### src/rtl/rtc_pkg.sv
package rtc_pkg;

   localparam int NUM_REGS = 7;

   // one BCD digit-pair increment, no range limit
   function automatic logic [7:0] bcd_inc(input logic [7:0] v);
      if (v[3:0] >= 4'd9) return {v[7:4] + 4'd1, 4'd0};
      else                return {v[7:4], v[3:0] + 4'd1};
   endfunction

   // last date of a month, in BCD
   function automatic logic [7:0] month_days(input logic [4:0] mon, input logic [7:0] yr);
      logic [7:0] ybin;
      ybin = {4'd0, yr[7:4]} * 8'd10 + {4'd0, yr[3:0]};
      case (mon)
         5'h02:                      return (ybin[1:0] == 2'b00) ? 8'h29 : 8'h28;
         5'h04, 5'h06, 5'h09, 5'h11: return 8'h30;
         default:                    return 8'h31;
      endcase
   endfunction

endpackage

### src/rtl/rtc_prescaler.sv
module rtc_prescaler #(
   parameter int TICKS_PER_SEC = 4
) (
   input  logic clk,
   input  logic rst_n,
   input  logic tick,
   input  logic hold,
   input  logic clear,
   output logic sec_step
);
   localparam int CNT_W = (TICKS_PER_SEC > 1) ? $clog2(TICKS_PER_SEC) : 1;
   localparam logic [CNT_W-1:0] LAST = CNT_W'(TICKS_PER_SEC - 1);

   logic [CNT_W-1:0] cnt_q;
   logic             take;

   assign take     = tick && !hold;
   assign sec_step = take && (cnt_q == LAST);

   always_ff @(posedge clk) begin
      if (!rst_n)      cnt_q <= '0;
      else if (clear)  cnt_q <= '0;
      else if (take)   cnt_q <= (cnt_q == LAST) ? '0 : cnt_q + CNT_W'(1);
   end
endmodule

### src/rtl/rtc_clock_chain.sv
module rtc_clock_chain
   import rtc_pkg::*;
(
   input  logic       clk,
   input  logic       rst_n,
   input  logic       step,
   input  logic [2:0] wr_hit,
   input  logic [6:0] wr_data,
   output logic [6:0] sec_q,
   output logic [6:0] min_q,
   output logic [6:0] hour_q,
   output logic       day_step
);
   logic       sec_wrap, min_wrap, hour_roll, hour_carry;
   logic [7:0] sec_inc, min_inc, h12_inc, h24_inc;
   logic [6:0] hour_nx;

   assign sec_wrap  = (sec_q == 7'h59);
   assign min_wrap  = (min_q == 7'h59);
   assign hour_roll = step && sec_wrap && min_wrap;
   assign day_step  = hour_roll && hour_carry;
   assign sec_inc   = bcd_inc({1'b0, sec_q});
   assign min_inc   = bcd_inc({1'b0, min_q});
   assign h12_inc   = bcd_inc({3'b0, hour_q[4:0]});
   assign h24_inc   = bcd_inc({2'b0, hour_q[5:0]});

   always_comb begin
      hour_carry = 1'b0;
      if (hour_q[6]) begin
         if (hour_q[4:0] == 5'h11) begin
            hour_nx    = {1'b1, ~hour_q[5], 5'h12};
            hour_carry = hour_q[5];
         end else if (hour_q[4:0] == 5'h12) begin
            hour_nx = {1'b1, hour_q[5], 5'h01};
         end else begin
            hour_nx = {1'b1, hour_q[5], h12_inc[4:0]};
         end
      end else if (hour_q[5:0] == 6'h23) begin
         hour_nx    = 7'h00;
         hour_carry = 1'b1;
      end else begin
         hour_nx = {1'b0, h24_inc[5:0]};
      end
   end

   always_ff @(posedge clk) begin
      if (!rst_n) begin
         sec_q  <= 7'h00;
         min_q  <= 7'h00;
         hour_q <= 7'h00;
      end else begin
         if (wr_hit[0])                 sec_q  <= wr_data;
         else if (step)                 sec_q  <= sec_wrap ? 7'h00 : sec_inc[6:0];
         if (wr_hit[1])                 min_q  <= wr_data;
         else if (step && sec_wrap)     min_q  <= min_wrap ? 7'h00 : min_inc[6:0];
         if (wr_hit[2])                 hour_q <= wr_data;
         else if (hour_roll)            hour_q <= hour_nx;
      end
   end
endmodule

### src/rtl/rtc_date_chain.sv
module rtc_date_chain
   import rtc_pkg::*;
(
   input  logic       clk,
   input  logic       rst_n,
   input  logic       day_step,
   input  logic [3:0] wr_hit,
   input  logic [7:0] wr_data,
   output logic [2:0] dow_q,
   output logic [5:0] date_q,
   output logic [4:0] month_q,
   output logic       cent_q,
   output logic [7:0] year_q
);
   logic [7:0] mdays, date_inc, mon_inc, year_inc;
   logic       date_end, mon_step, year_step;

   assign mdays     = month_days(month_q, year_q);
   assign date_end  = ({2'b0, date_q} >= mdays);
   assign mon_step  = day_step && date_end;
   assign year_step = mon_step && (month_q == 5'h12);
   assign date_inc  = bcd_inc({2'b0, date_q});
   assign mon_inc   = bcd_inc({3'b0, month_q});
   assign year_inc  = bcd_inc(year_q);

   always_ff @(posedge clk) begin
      if (!rst_n) begin
         dow_q   <= 3'd1;
         date_q  <= 6'h01;
         month_q <= 5'h01;
         cent_q  <= 1'b0;
         year_q  <= 8'h00;
      end else begin
         if (wr_hit[0])      dow_q  <= wr_data[2:0];
         else if (day_step)  dow_q  <= (dow_q == 3'd7) ? 3'd1 : dow_q + 3'd1;
         if (wr_hit[1])      date_q <= wr_data[5:0];
         else if (day_step)  date_q <= date_end ? 6'h01 : date_inc[5:0];
         if (wr_hit[2]) begin
            month_q <= wr_data[4:0];
            cent_q  <= wr_data[7];
         end else if (mon_step) begin
            month_q <= (month_q == 5'h12) ? 5'h01 : mon_inc[4:0];
         end
         if (wr_hit[3])      year_q <= wr_data;
         else if (year_step) begin
            year_q <= (year_q == 8'h99) ? 8'h00 : year_inc;
            if (year_q == 8'h99) cent_q <= ~cent_q;
         end
      end
   end
endmodule

### src/rtl/bcd_rtc_core.sv
module bcd_rtc_core
   import rtc_pkg::*;
#(
   parameter int TICKS_PER_SEC = 4,
   parameter int ADDR_W        = 3,
   parameter int DATA_W        = 8
) (
   input  logic              clk,
   input  logic              rst_n,
   input  logic              tick,
   input  logic              wr_en,
   input  logic [ADDR_W-1:0] wr_addr,
   input  logic [DATA_W-1:0] wr_data,
   input  logic [ADDR_W-1:0] rd_addr,
   output logic [DATA_W-1:0] rd_data
);
   generate
      if (DATA_W != 8) begin : g_bad_data_w
         $error("bcd_rtc_core: DATA_W must be 8");
      end
      if (ADDR_W < 3) begin : g_bad_addr_w
         $error("bcd_rtc_core: ADDR_W must cover seven registers");
      end
      if (TICKS_PER_SEC < 1) begin : g_bad_tps
         $error("bcd_rtc_core: TICKS_PER_SEC must be at least 1");
      end
   endgenerate

   logic [NUM_REGS-1:0] wr_hit;
   logic       sec_step, day_step, cent_q;
   logic [6:0] sec_q, min_q, hour_q;
   logic [2:0] dow_q;
   logic [5:0] date_q;
   logic [4:0] month_q;
   logic [7:0] year_q;

   for (genvar i = 0; i < NUM_REGS; i++) begin : g_hit
      assign wr_hit[i] = wr_en && (wr_addr == ADDR_W'(i));
   end

   rtc_prescaler #(.TICKS_PER_SEC(TICKS_PER_SEC)) u_pre (
      .clk(clk), .rst_n(rst_n), .tick(tick), .hold(wr_en),
      .clear(wr_hit[0]), .sec_step(sec_step)
   );

   rtc_clock_chain u_clock (
      .clk(clk), .rst_n(rst_n), .step(sec_step), .wr_hit(wr_hit[2:0]),
      .wr_data(wr_data[6:0]), .sec_q(sec_q), .min_q(min_q),
      .hour_q(hour_q), .day_step(day_step)
   );

   rtc_date_chain u_date (
      .clk(clk), .rst_n(rst_n), .day_step(day_step), .wr_hit(wr_hit[6:3]),
      .wr_data(wr_data[7:0]), .dow_q(dow_q), .date_q(date_q),
      .month_q(month_q), .cent_q(cent_q), .year_q(year_q)
   );

   always_comb begin
      case (rd_addr)
         ADDR_W'(0): rd_data = {1'b0, sec_q};
         ADDR_W'(1): rd_data = {1'b0, min_q};
         ADDR_W'(2): rd_data = {1'b0, hour_q};
         ADDR_W'(3): rd_data = {5'b0, dow_q};
         ADDR_W'(4): rd_data = {2'b0, date_q};
         ADDR_W'(5): rd_data = {cent_q, 2'b0, month_q};
         ADDR_W'(6): rd_data = year_q;
         default:    rd_data = '0;
      endcase
   end
endmodule

### config.mk
export PLATFORM = sky130hd
export DESIGN_NAME = bcd_rtc_core
export DESIGN_NICKNAME = d
export VERILOG_FILES = /design/src/rtl/rtc_pkg.sv /design/src/rtl/rtc_prescaler.sv /design/src/rtl/rtc_clock_chain.sv /design/src/rtl/rtc_date_chain.sv /design/src/rtl/bcd_rtc_core.sv
export SDC_FILE = /design/constraint.sdc
export NUM_CORES = 1
export LEC_CHECK = 0
export BUFFER_PORTS_ARGS = -buffer_cell sky130_fd_sc_hd__buf_2
export CORE_MARGIN = 5
export CORE_UTILIZATION = 66
export CTS_BUF_LIST = sky130_fd_sc_hd__clkbuf_16
export DETAILED_ROUTE_END_ITERATION = 8
export PLACE_DENSITY_LB_ADDON = 0.15
export SETUP_SLACK_MARGIN = 0.05
export SLEW_MARGIN = 40
export SYNTH_ARGS = -nofsm -noshare
export SYNTH_HDL_FRONTEND = slang
export SYNTH_SLANG_ARGS = --single-unit
### constraint.sdc
create_clock -name clk -period 5 [get_ports clk]
set_clock_uncertainty 0.15 [all_clocks]
set_input_delay 1 -clock clk [delete_from_list [all_inputs] [get_ports clk]]
set_output_delay 1 -clock clk [all_outputs]
set_load 0.005 [all_outputs]
Word level (Yosys, flattened, before mapping)

Cells that the tools add are included.

Input bits: 18
Latch bits: 0
RAM bits: 0
Output and inout port bits: 8
Word-level logic and storage cells: 153
Memory bits (read-only): 0
Bits in registers: 46
Memories: 0

$lt $le $gt $ge: 7
Bitwise gates (word level): 3
Multiply operators: 1
Add/sub/neg operators: 16
Multiplexer cells: 42
Equality and inequality tests: 28
Shift operators: 0
Divide/modulo/power cells: 0
Reduce and logical (&&, ||, !) cells: 40

Operators with widths:

| operator                                            | count |
|---|---|
| two-way mux 7 bit                                   | 12 |
| case mux 8 bit (7 select lines)                     | 1 |
| two-way mux 6 bit                                   | 6 |
| two-way mux 8 bit                                   | 4 |
| two-way mux 5 bit                                   | 6 |
| adder 4 x 1 -> 4 bit, second input constant         | 7 |
| >= comparator 4 bit, second input constant          | 6 |
| equality test 3 bit, second input constant          | 7 |
| equality test 5 bit, second input constant          | 4 |
| case mux 8 bit (2 select lines)                     | 1 |
| nonzero test 3 bit                                  | 5 |
| equality test 7 bit, second input constant          | 2 |
| logical AND 1 bit                                   | 14 |
| nonzero test 2 bit                                  | 7 |
| equality test 3 x 2 -> 1 bit, second input constant | 4 |
| equality test 5 x 3 -> 1 bit, second input constant | 2 |
| AND reduction 2 bit                                 | 5 |
| adder 3 x 1 -> 3 bit, second input constant         | 3 |
| two-way mux 3 bit                                   | 3 |
| equality test 8 bit, second input constant          | 1 |
| >= comparator 6 x 8 -> 1 bit                        | 1 |
| two-way mux 1 bit                                   | 8 |
| adder 2 x 1 -> 2 bit, second input constant         | 3 |
| equality test 3 x 1 -> 1 bit, second input constant | 2 |
| 18 further kinds                                    | 23 |

Logic depth before layout (Yosys ltp)

Gate-level depths: netlist of run 1.

Depth in word-level cells: 10
Gate-level depth with buffers: 13
Gate-level depth less buffers: 12

Cells and area by module

A second synthesis of run 1 with hierarchy kept.

Cell total of the unflattened synthesis: 477
Area, all modules: 3871.2 um2

By module, submodules not included:

| module          | cells each | times used | area an instance (um2) | sequential area each (um2) |
|---|---|---|---|---|
| rtc_date_chain  | 206        | 1          | 1652.8                 | 460.4 |
| rtc_clock_chain | 194        | 1          | 1606.5                 | 420.4 |
| bcd_rtc_core    | 66         | 1          | 500.5                  | 0.0 |
| rtc_prescaler   | 11         | 1          | 111.4                  | 40.0 |

Worst setup path before layout of run 1

OpenSTA, ideal clock, no wires.

Kind: input port to output port
Start: input port rd_addr[1]
End: output port rd_data[6]
Setup slack: 1.739 ns
Cell stages on the path: 6
Path buffers: 2
Data arrival time: 2.111 ns
Path through: clkbuf_1 -> clkbuf_1 -> mux2i_1 -> nor2_1 -> a21oi_1 -> a21oi_1

Longest elaborated chain between the ends: 2
Elaborated cells on any way between the ends: 8
Those cells by class: eq/ne: 6; mux: 1; reduce/logical: 1

Ends and longest elaborated chain:

| what                                              | line               | text |
|---|---|---|
| start, declared                                   | bcd_rtc_core.sv:14 | `input logic [ADDR_W-1:0] rd_addr,` |
| equality test 3 bit, or another cell as far along | bcd_rtc_core.sv:59 | `case (rd_addr)` |
| case mux 8 bit (7 select lines) *                 | bcd_rtc_core.sv:59 |  |
| end, declared                                     | bcd_rtc_core.sv:15 | `output logic [DATA_W-1:0] rd_data` |

Mark *: on every way between the ends. The rest lies on a longest branch, timed or not.

Worst setup path after layout of run 1

Start: register u_date.month_q[0]
End: register u_date.year_q[2]

Longest elaborated chain between the ends: 7
Elaborated cells on any way between the ends: 12
Those cells by class: order compare: 1; eq/ne: 6; mux: 1; reduce/logical: 4

Ends and longest elaborated chain:

| what                                                       | line                 | text |
|---|---|---|
| start, declared                                            | rtc_date_chain.sv:11 | `output logic [4:0] month_q,` |
| start signal, assigned                                     | rtc_date_chain.sv:39 | `month_q <= wr_data[4:0];` |
| start signal, assigned                                     | rtc_date_chain.sv:42 | `month_q <= (month_q == 5'h12) ? 5'h01 : mon_inc[4:0];` |
| equality test 5 x 3 -> 1 bit, or another cell as far along | rtc_pkg.sv:15        | `case (mon)` |
| OR reduction 4 bit                                         | rtc_pkg.sv:15        |  |
| case mux 8 bit (2 select lines)                            | rtc_pkg.sv:15        |  |
| >= comparator 6 x 8 -> 1 bit                               | rtc_date_chain.sv:19 | `assign date_end = ({2'b0, date_q} >= mdays);` |
| logical AND 1 bit                                          | rtc_date_chain.sv:20 | `assign mon_step = day_step && date_end;` |
| logical AND 1 bit *                                        | rtc_date_chain.sv:21 | `assign year_step = mon_step && (month_q == 5'h12);` |
| nonzero test 2 bit (no line) *                             | --                   |  |
| end signal, assigned                                       | rtc_date_chain.sv:44 | `if (wr_hit[3]) year_q <= wr_data;` |
| end signal, assigned                                       | rtc_date_chain.sv:46 | `year_q <= (year_q == 8'h99) ? 8'h00 : year_inc;` |
| end, declared                                              | rtc_date_chain.sv:13 | `output logic [7:0] year_q` |

Marked as above.
A chain may end at the register's enable or synchronous reset.

==> results.sh, run 1 <==
export IMPL_status="complete, no violations"
export IMPL_setup_tns_ps=0
export IMPL_row_count=27
export IMPL_vias=3725
export IMPL_crit_chain="inv_1 -> ha_1 -> nor4b_1 -> inv_1 -> o32ai_1 -> ha_1 -> nor4b_1 -> o211ai_2 -> and4_1 -> nand2b_4 -> or3_1 -> o311ai_1"
export IMPL_p_sw_mw=0.2345
export IMPL_timing_fmax_ghz=0.2878
export IMPL_fin_hold_ws_ps=352.6
export IMPL_worstSkewPairLatency_ps=290
export IMPL_clkSinkCount=46
export IMPL_cts_made_buffers=5
export IMPL_crit_start="u_date.month_q[0]"
export IMPL_critical_path_required_ps=5040
export IMPL_die_x_um=83.94
export IMPL_hold_start="u_date.dow_q[1]"
export IMPL_power_leakage_nw=1.559
export IMPL_cp_endpoint="u_date.year_q[2]"
export IMPL_initial_core_util=0.6676
export IMPL_synth_async_reset_ratio=0
export IMPL_clockBufferDepth=2
export IMPL_cap_violations=0
export IMPL_seqPwrFrac=0.479
export IMPL_slowest_stage="and4_1"
export IMPL_pwr_share_comb=0.139
export IMPL_h_tree_depth=2
export IMPL_crit_buf_inv=2
export IMPL_reg2reg_depth=12
export IMPL_final_hold_viol_count=0
export IMPL_ys_seq_elements=46
export IMPL_slowest_delay_ps=480
export IMPL_rrSetupSlack_ps=1530
export IMPL_ir_worst_vdd_mv=0.1566
export IMPL_ys_warn_count=0
export IMPL_tightest_slew_ps=665.8
export IMPL_gp_congestion=0.9564
export IMPL_drtPass1Iterations=6
export IMPL_numPortBuffers=25
export IMPL_vias_per_cell=6.688
export IMPL_layout_common_cells="46 x dfxtp_1, 42 x nor2_1, 42 x nand2_1"
export IMPL_drc=0
export IMPL_clkPwrFrac=0.382
export IMPL_final_max_slew_violation_count=0
export IMPL_grt_overflow=0
export IMPL_fp_dieH_um=83.94
export IMPL_r2r_start="u_date.month_q[0]"
export IMPL_power_density_mw_per_mm2=216.0
export IMPL_cp_start_kind="register"
export IMPL_ctsHoldBuffers=0
export IMPL_design_area_mm2=0.003871
export IMPL_post_drt_wl_per_cell_um=18.63
export IMPL_cp_end_kind="register"
export IMPL_fin_crit_ps=3475
export IMPL_crit_fanout=9
export IMPL_max_slew_margin=0.5523
export IMPL_area_growth_pct=7.281
export IMPL_arrival_ps=3520
export IMPL_rsz0062_at_grt="no"
export IMPL_grt_pass1_vias=3470
export IMPL_final_util=0.7162
export IMPL_ys_types=61
export IMPL_postCtsSetupBuffers=0
export IMPL_r2r_end="u_date.year_q[2]"
export IMPL_seq_area_frac_synth=0.2552
export IMPL_gr_usage_all_layers=0.2964
export IMPL_diodes=0
export IMPL_worstSetupPathType="register to register"
export IMPL_syn_inst=473
export IMPL_clockRootBuffer="clkbuf_16"
export IMPL_cts_tree="done"
export IMPL_placed_area_mm2=0.003737
export IMPL_syn_nets=524
export IMPL_p_sw_frac=0.2804
export IMPL_first_iter_violations=294
export IMPL_cts_repair_resized=0
export IMPL_setup_violations=0
export IMPL_coreArea_mm2=0.005405
export IMPL_antenna_found_initial=0
export IMPL_syn_avg_cell_area_um2=7.629
export IMPL_grt_max_degree=38
export IMPL_grt_pass1_wl_mm=17.15
export IMPL_synth_flop_cell="dfxtp_1"
export IMPL_crit_cells=12
export IMPL_ant_nets=0
export IMPL_dieArea_mm2=0.007046
export IMPL_clkTransAtPathRegs_ps=70
export IMPL_intPower_mw=0.6017
export IMPL_hpwlAfterDp_mm=7.461
export IMPL_finalCritPeriodShare=0.6950
export IMPL_io_pins=26
export IMPL_min_path_type="register to register"
export IMPL_crit_family="simple AND/OR/NAND/NOR gates"
export IMPL_drt_wl_total_mm=10.38
export IMPL_synth_top_area_cell="dfxtp_1"
export IMPL_num_nets_final=537
export IMPL_syn_area_mm2=0.003608
export IMPL_synth_edff_count=0
export IMPL_power_mw=0.8363
export IMPL_layout_commonest_cell="dfxtp_1"
export IMPL_synthTopCellsByArea="dfxtp_1 26%, ha_1 11%, o21ai_0 5.7%, a21oi_1 5.1%, nand2_1 4.4%"
export IMPL_netlist_area_leader_share=0.2552
export IMPL_drive_above_1_share=0.07835
==> cells in the mapped netlist, types with 4 or more instances <==
library cell / number
dfxtp_1: 46
nand2_1: 42
nor2_1: 42
o21ai_0: 41
a21oi_1: 37
ha_1: 33
inv_1: 33
nand3_1: 23
clkbuf_1: 17
a31oi_1: 14
nor3_1: 13
mux2i_1: 12
or3_1: 9
nand2b_1: 6
o211ai_1: 6
o221ai_1: 6
a22oi_1: 4
and3_1: 4
nor2b_1: 4
nor3b_1: 4
nor4_1: 4
o22ai_1: 4
o31ai_1: 4
xnor2_1: 4
==> power by group through the flow <==
stage / Sequential [mW] / Combinational (mW) / Clock, mW
after global routing: 0.403 / 0.129 / 0.337
final: 0.401 / 0.116 / 0.319
after detailed placement: 0.408 / 0.113 / 0
after global placement: 0.408 / 0.110 / 0
after floorplan: 0.399 / 0.0811 / 0
after CTS: 0.400 / 0.114 / 0.319
==> tightest hold or removal path: cells and delay by family (launching register included) <==
kind,cells,cell delay (ps)
compound gates,1,70
flops,1,320
simple gates,1,60
==> layout make-up <==
| cell class | count | area, µm² |
|---|---|---|
| repair buffers | 25 | 125.1 |
| multi-input cells | 375 | 2482 |
| inverters | 33 | 123.9 |
| clock buffers | 5 | 125.1 |
| flip-flops and latches | 46 | 920.9 |
| fillers | 464 | 1534 |
| clock inverters | 1 | 3.754 |
| well taps | 72 | 90.09 |
==> metal layers <==
metal / part of all wire / GRT usage / vias up
li1: - / - / 1778
met2: 0.48 / 0.5004 / 181
met1: 0.41 / 0.3729 / 1728
met5: 0 / 0 / -
met3: 0.074 / 0.04245 / 38
met4: 0.039 / 0.1316 / 0
==> cells by family after synthesis <==
kind of cell,synth area share
compound gates,0.2673
fa+ha+maj,0.1144
xor+xnor,0.01699
flops,0.2552
buf+inv,0.05825
mux,0.03953
simple gates,0.2483
==> flip-flops by register name (all words and copies together), names as in the netlist <==
name and flops:
u_clock.hour_q 7, u_clock.min_q 7, u_clock.sec_q 7, u_date.cent_q 1, u_date.date_q 6, u_date.dow_q 3, u_date.month_q 5, u_date.year_q 8
u_pre.cnt_q 2
==> metrics by stage <==
stage	instances	worst slack, ps
finish	557	1525
global route	557	1263
CTS	557	1572
detailed placement	551	1602
global placement	551	1650
floorplan	473	1739
==> worst min-delay path by stage <==
stage | to | slack [ps] | cells past startpoint
2_1_floorplan | u_date.dow_q[1] | 310 | 2
3_3_place_gp | u_pre.cnt_q[1] | 340 | 2
3_5_place_dp | u_date.dow_q[1] | 340 | 2
4_1_cts | u_date.dow_q[1] | 350 | 2
5_1_grt | u_date.dow_q[1] | 390 | 2
6_report | u_date.dow_q[1] | 350 | 2
No activity file was read; power rests on OpenSTA's default activity.
==> run 2: changes to the inputs <==
--- a/config.mk
+++ b/config.mk
@@ -7,7 +7,7 @@
 export LEC_CHECK = 0
 export BUFFER_PORTS_ARGS = -buffer_cell sky130_fd_sc_hd__buf_2
 export CORE_MARGIN = 5
-export CORE_UTILIZATION = 66
+export CORE_UTILIZATION = 55
 export CTS_BUF_LIST = sky130_fd_sc_hd__clkbuf_16
 export DETAILED_ROUTE_END_ITERATION = 8
 export PLACE_DENSITY_LB_ADDON = 0.15
==> constraint.sdc (replaced) <==
create_clock -name clk -period 2.9 [get_ports clk]
set_clock_uncertainty 0.15 [all_clocks]
set_input_delay 0.58 -clock clk [delete_from_list [all_inputs] [get_ports clk]]
set_output_delay 0.58 -clock clk [all_outputs]
set_load 0.005 [all_outputs]
==> results.sh, run 2 (synthesized netlist as in run 1, its figures left out) <==
export IMPL_status="complete, no violations"
export IMPL_cts_tree="done"
export IMPL_layout_commonest_cell="dfxtp_1"
export IMPL_diodes=0
export IMPL_layout_common_cells="43 x dfxtp_1, 42 x nor2_1, 42 x nand2_1"
export IMPL_cp_end_kind="register"
export IMPL_power_leakage_nw=1.692
export IMPL_coreArea_mm2=0.006350
export IMPL_min_path_cells=2
export IMPL_min_path_type="register to register"
export IMPL_io_pins=26
export IMPL_row_count=29
export IMPL_timing_fmax_ghz=0.3569
export IMPL_clkTransAtPathRegs_ps=60
export IMPL_cap_violations=0
export IMPL_slowest_stage="dfxtp_2"
export IMPL_hold_start="u_pre.cnt_q[1]"
export IMPL_final_hold_viol_count=0
export IMPL_setup_tns_ps=0
export IMPL_drc=0
export IMPL_max_slew_margin=0.5570
export IMPL_vias_per_cell=6.462
export IMPL_cp_start_kind="register"
export IMPL_crit_start="u_date.month_q[0]"
export IMPL_num_nets_final=557
export IMPL_hpwlAfterDp_mm=7.802
export IMPL_post_drt_wl_per_cell_um=18.40
export IMPL_setup_violations=0
export IMPL_crit_chain="buf_4 -> ha_1 -> nor3b_2 -> o32ai_2 -> ha_1 -> nor4b_2 -> o211ai_2 -> nand4_1 -> or2_1 -> or3_1 -> a31oi_1"
export IMPL_drive_above_1_share=0.1598
export IMPL_drtPass1Iterations=5
export IMPL_antenna_found_initial=0
export IMPL_largest_reg_flops=8
export IMPL_regMostFlops="u_date.year_q"
export IMPL_final_max_slew_violation_count=0
export IMPL_cts_made_buffers=5
export IMPL_finalCritPeriodShare=0.9663
export IMPL_ctsHoldBuffers=0
export IMPL_first_iter_violations=270
export IMPL_worstSetupPathType="register to register"
export IMPL_clkSinkCount=46
export IMPL_gr_usage_all_layers=0.2561
export IMPL_ir_worst_vdd_mv=0.2319
export IMPL_critical_path_required_ps=2970
export IMPL_initial_core_util=0.5683
export IMPL_grt_pass1_vias=3634
export IMPL_h_tree_depth=2
export IMPL_clockRootBuffer="clkbuf_16"
export IMPL_reg2reg_depth=11
export IMPL_numPortBuffers=25
export IMPL_grt_overflow=0
export IMPL_drt_wl_total_mm=10.75
export IMPL_grt_pass1_wl_mm=17.52
export IMPL_area_growth_pct=15.43
export IMPL_path_common_cell="ha_1"
export IMPL_fp_dieH_um=91
export IMPL_n_fill_cell=537
export IMPL_rsz0062_at_grt="yes"
export IMPL_die_x_um=91
export IMPL_tightest_slew_ps=658.8
export IMPL_dieArea_mm2=0.008281
export IMPL_fin_hold_ws_ps=350.2
export IMPL_vias=3774
export IMPL_worstSkewPairLatency_ps=290
export IMPL_fin_crit_ps=2802
export IMPL_power_density_mw_per_mm2=351.4
export IMPL_clockBufferDepth=2
export IMPL_crit_fanout=6
export IMPL_r2r_start="u_date.month_q[0]"
export IMPL_gp_congestion=0.9973
export IMPL_arrival_ps=2870
export IMPL_slowest_delay_ps=340
export IMPL_grt_max_degree=22
export IMPL_ant_nets=0
==> run 2: changes by cell type in the layout (fill, tap and decap cells not counted), moves of 3 or more <==
cell,previous run,this run
buf_4,0,17
buf_6,0,3
dfxtp_1,46,43
dfxtp_2,0,3
==> run 2: worst paths after layout <==
check	end	slack (ps)
max	u_date.year_q[5]	100
min	u_pre.cnt_q[1]	350
max reg2reg	u_date.year_q[5]	100
min reg2reg	u_pre.cnt_q[1]	350
==> run 2: final cells by class <==
type                    instances  area, µm²  area share
flip-flops and latches         46      924.6      0.2220
clock inverters                 3      12.51    0.003004
inverters                      33      123.9     0.02974
multi-input cells             375       2596      0.6233
clock buffers                   5      125.1     0.03004
repair buffers                 45      286.5     0.06879
well taps                      77      96.34     0.02313
==> run 2: power breakdown <==
group | total (mW) | switching, mW | internal (mW) | leakage, nW
combinational | 0.216 | 0.131 | 0.0853 | 1.25
sequential | 0.689 | 0.0356 | 0.654 | 0.374
clock | 0.558 | 0.246 | 0.312 | 0.0724
total | 1.46 | 0.412 | 1.05 | 1.69
==> run 2: stage by stage <==
| stage | setup WS [ps] | utilization | power [mW] | instances | area (µm²) |
|---|---|---|---|---|---|
| after global placement | 93.72 | 0.6118 | 0.9041 | 572 | 3885 |
| after global routing | -65.36 | 0.6560 | 1.529 | 584 | 4165 |
| after floorplan | 66.64 | - | 0.8288 | 473 | 3630 |
| after CTS | 12.71 | 0.6353 | 1.459 | 580 | 4034 |
| after detailed placement | -27.12 | 0.6118 | 0.9075 | 572 | 3885 |
| final | 97.83 | 0.6560 | 1.463 | 584 | 4165 |
==> run 2: critical path, delay by kind of cell (launching register included) <==
kind / cells / cell delay (ps)
AOI/OAI and AO/OA: 3 / 490
adders and majority gates: 2 / 370
buffers and inverters: 1 / 140
and+or+nand+nor: 5 / 1250
DFF: 1 / 340
==> run 2: timing repair <==
action / CTS / global route
gates resized for setup: 3 / 23
buffers inserted: 0 / 4
pin swaps: 0 / 14
endpoints found under the setup margin: 8 / 17
==> run 2: metal layers <==
layer / vias to the layer above / part of all wire / global-route usage
met1: 1759 / 0.42 / 0.3230
met3: 32 / 0.067 / 0.04463
met2: 169 / 0.48 / 0.4291
met5: - / 0 / 0
li1: 1814 / - / -
met4: 0 / 0.031 / 0.1088
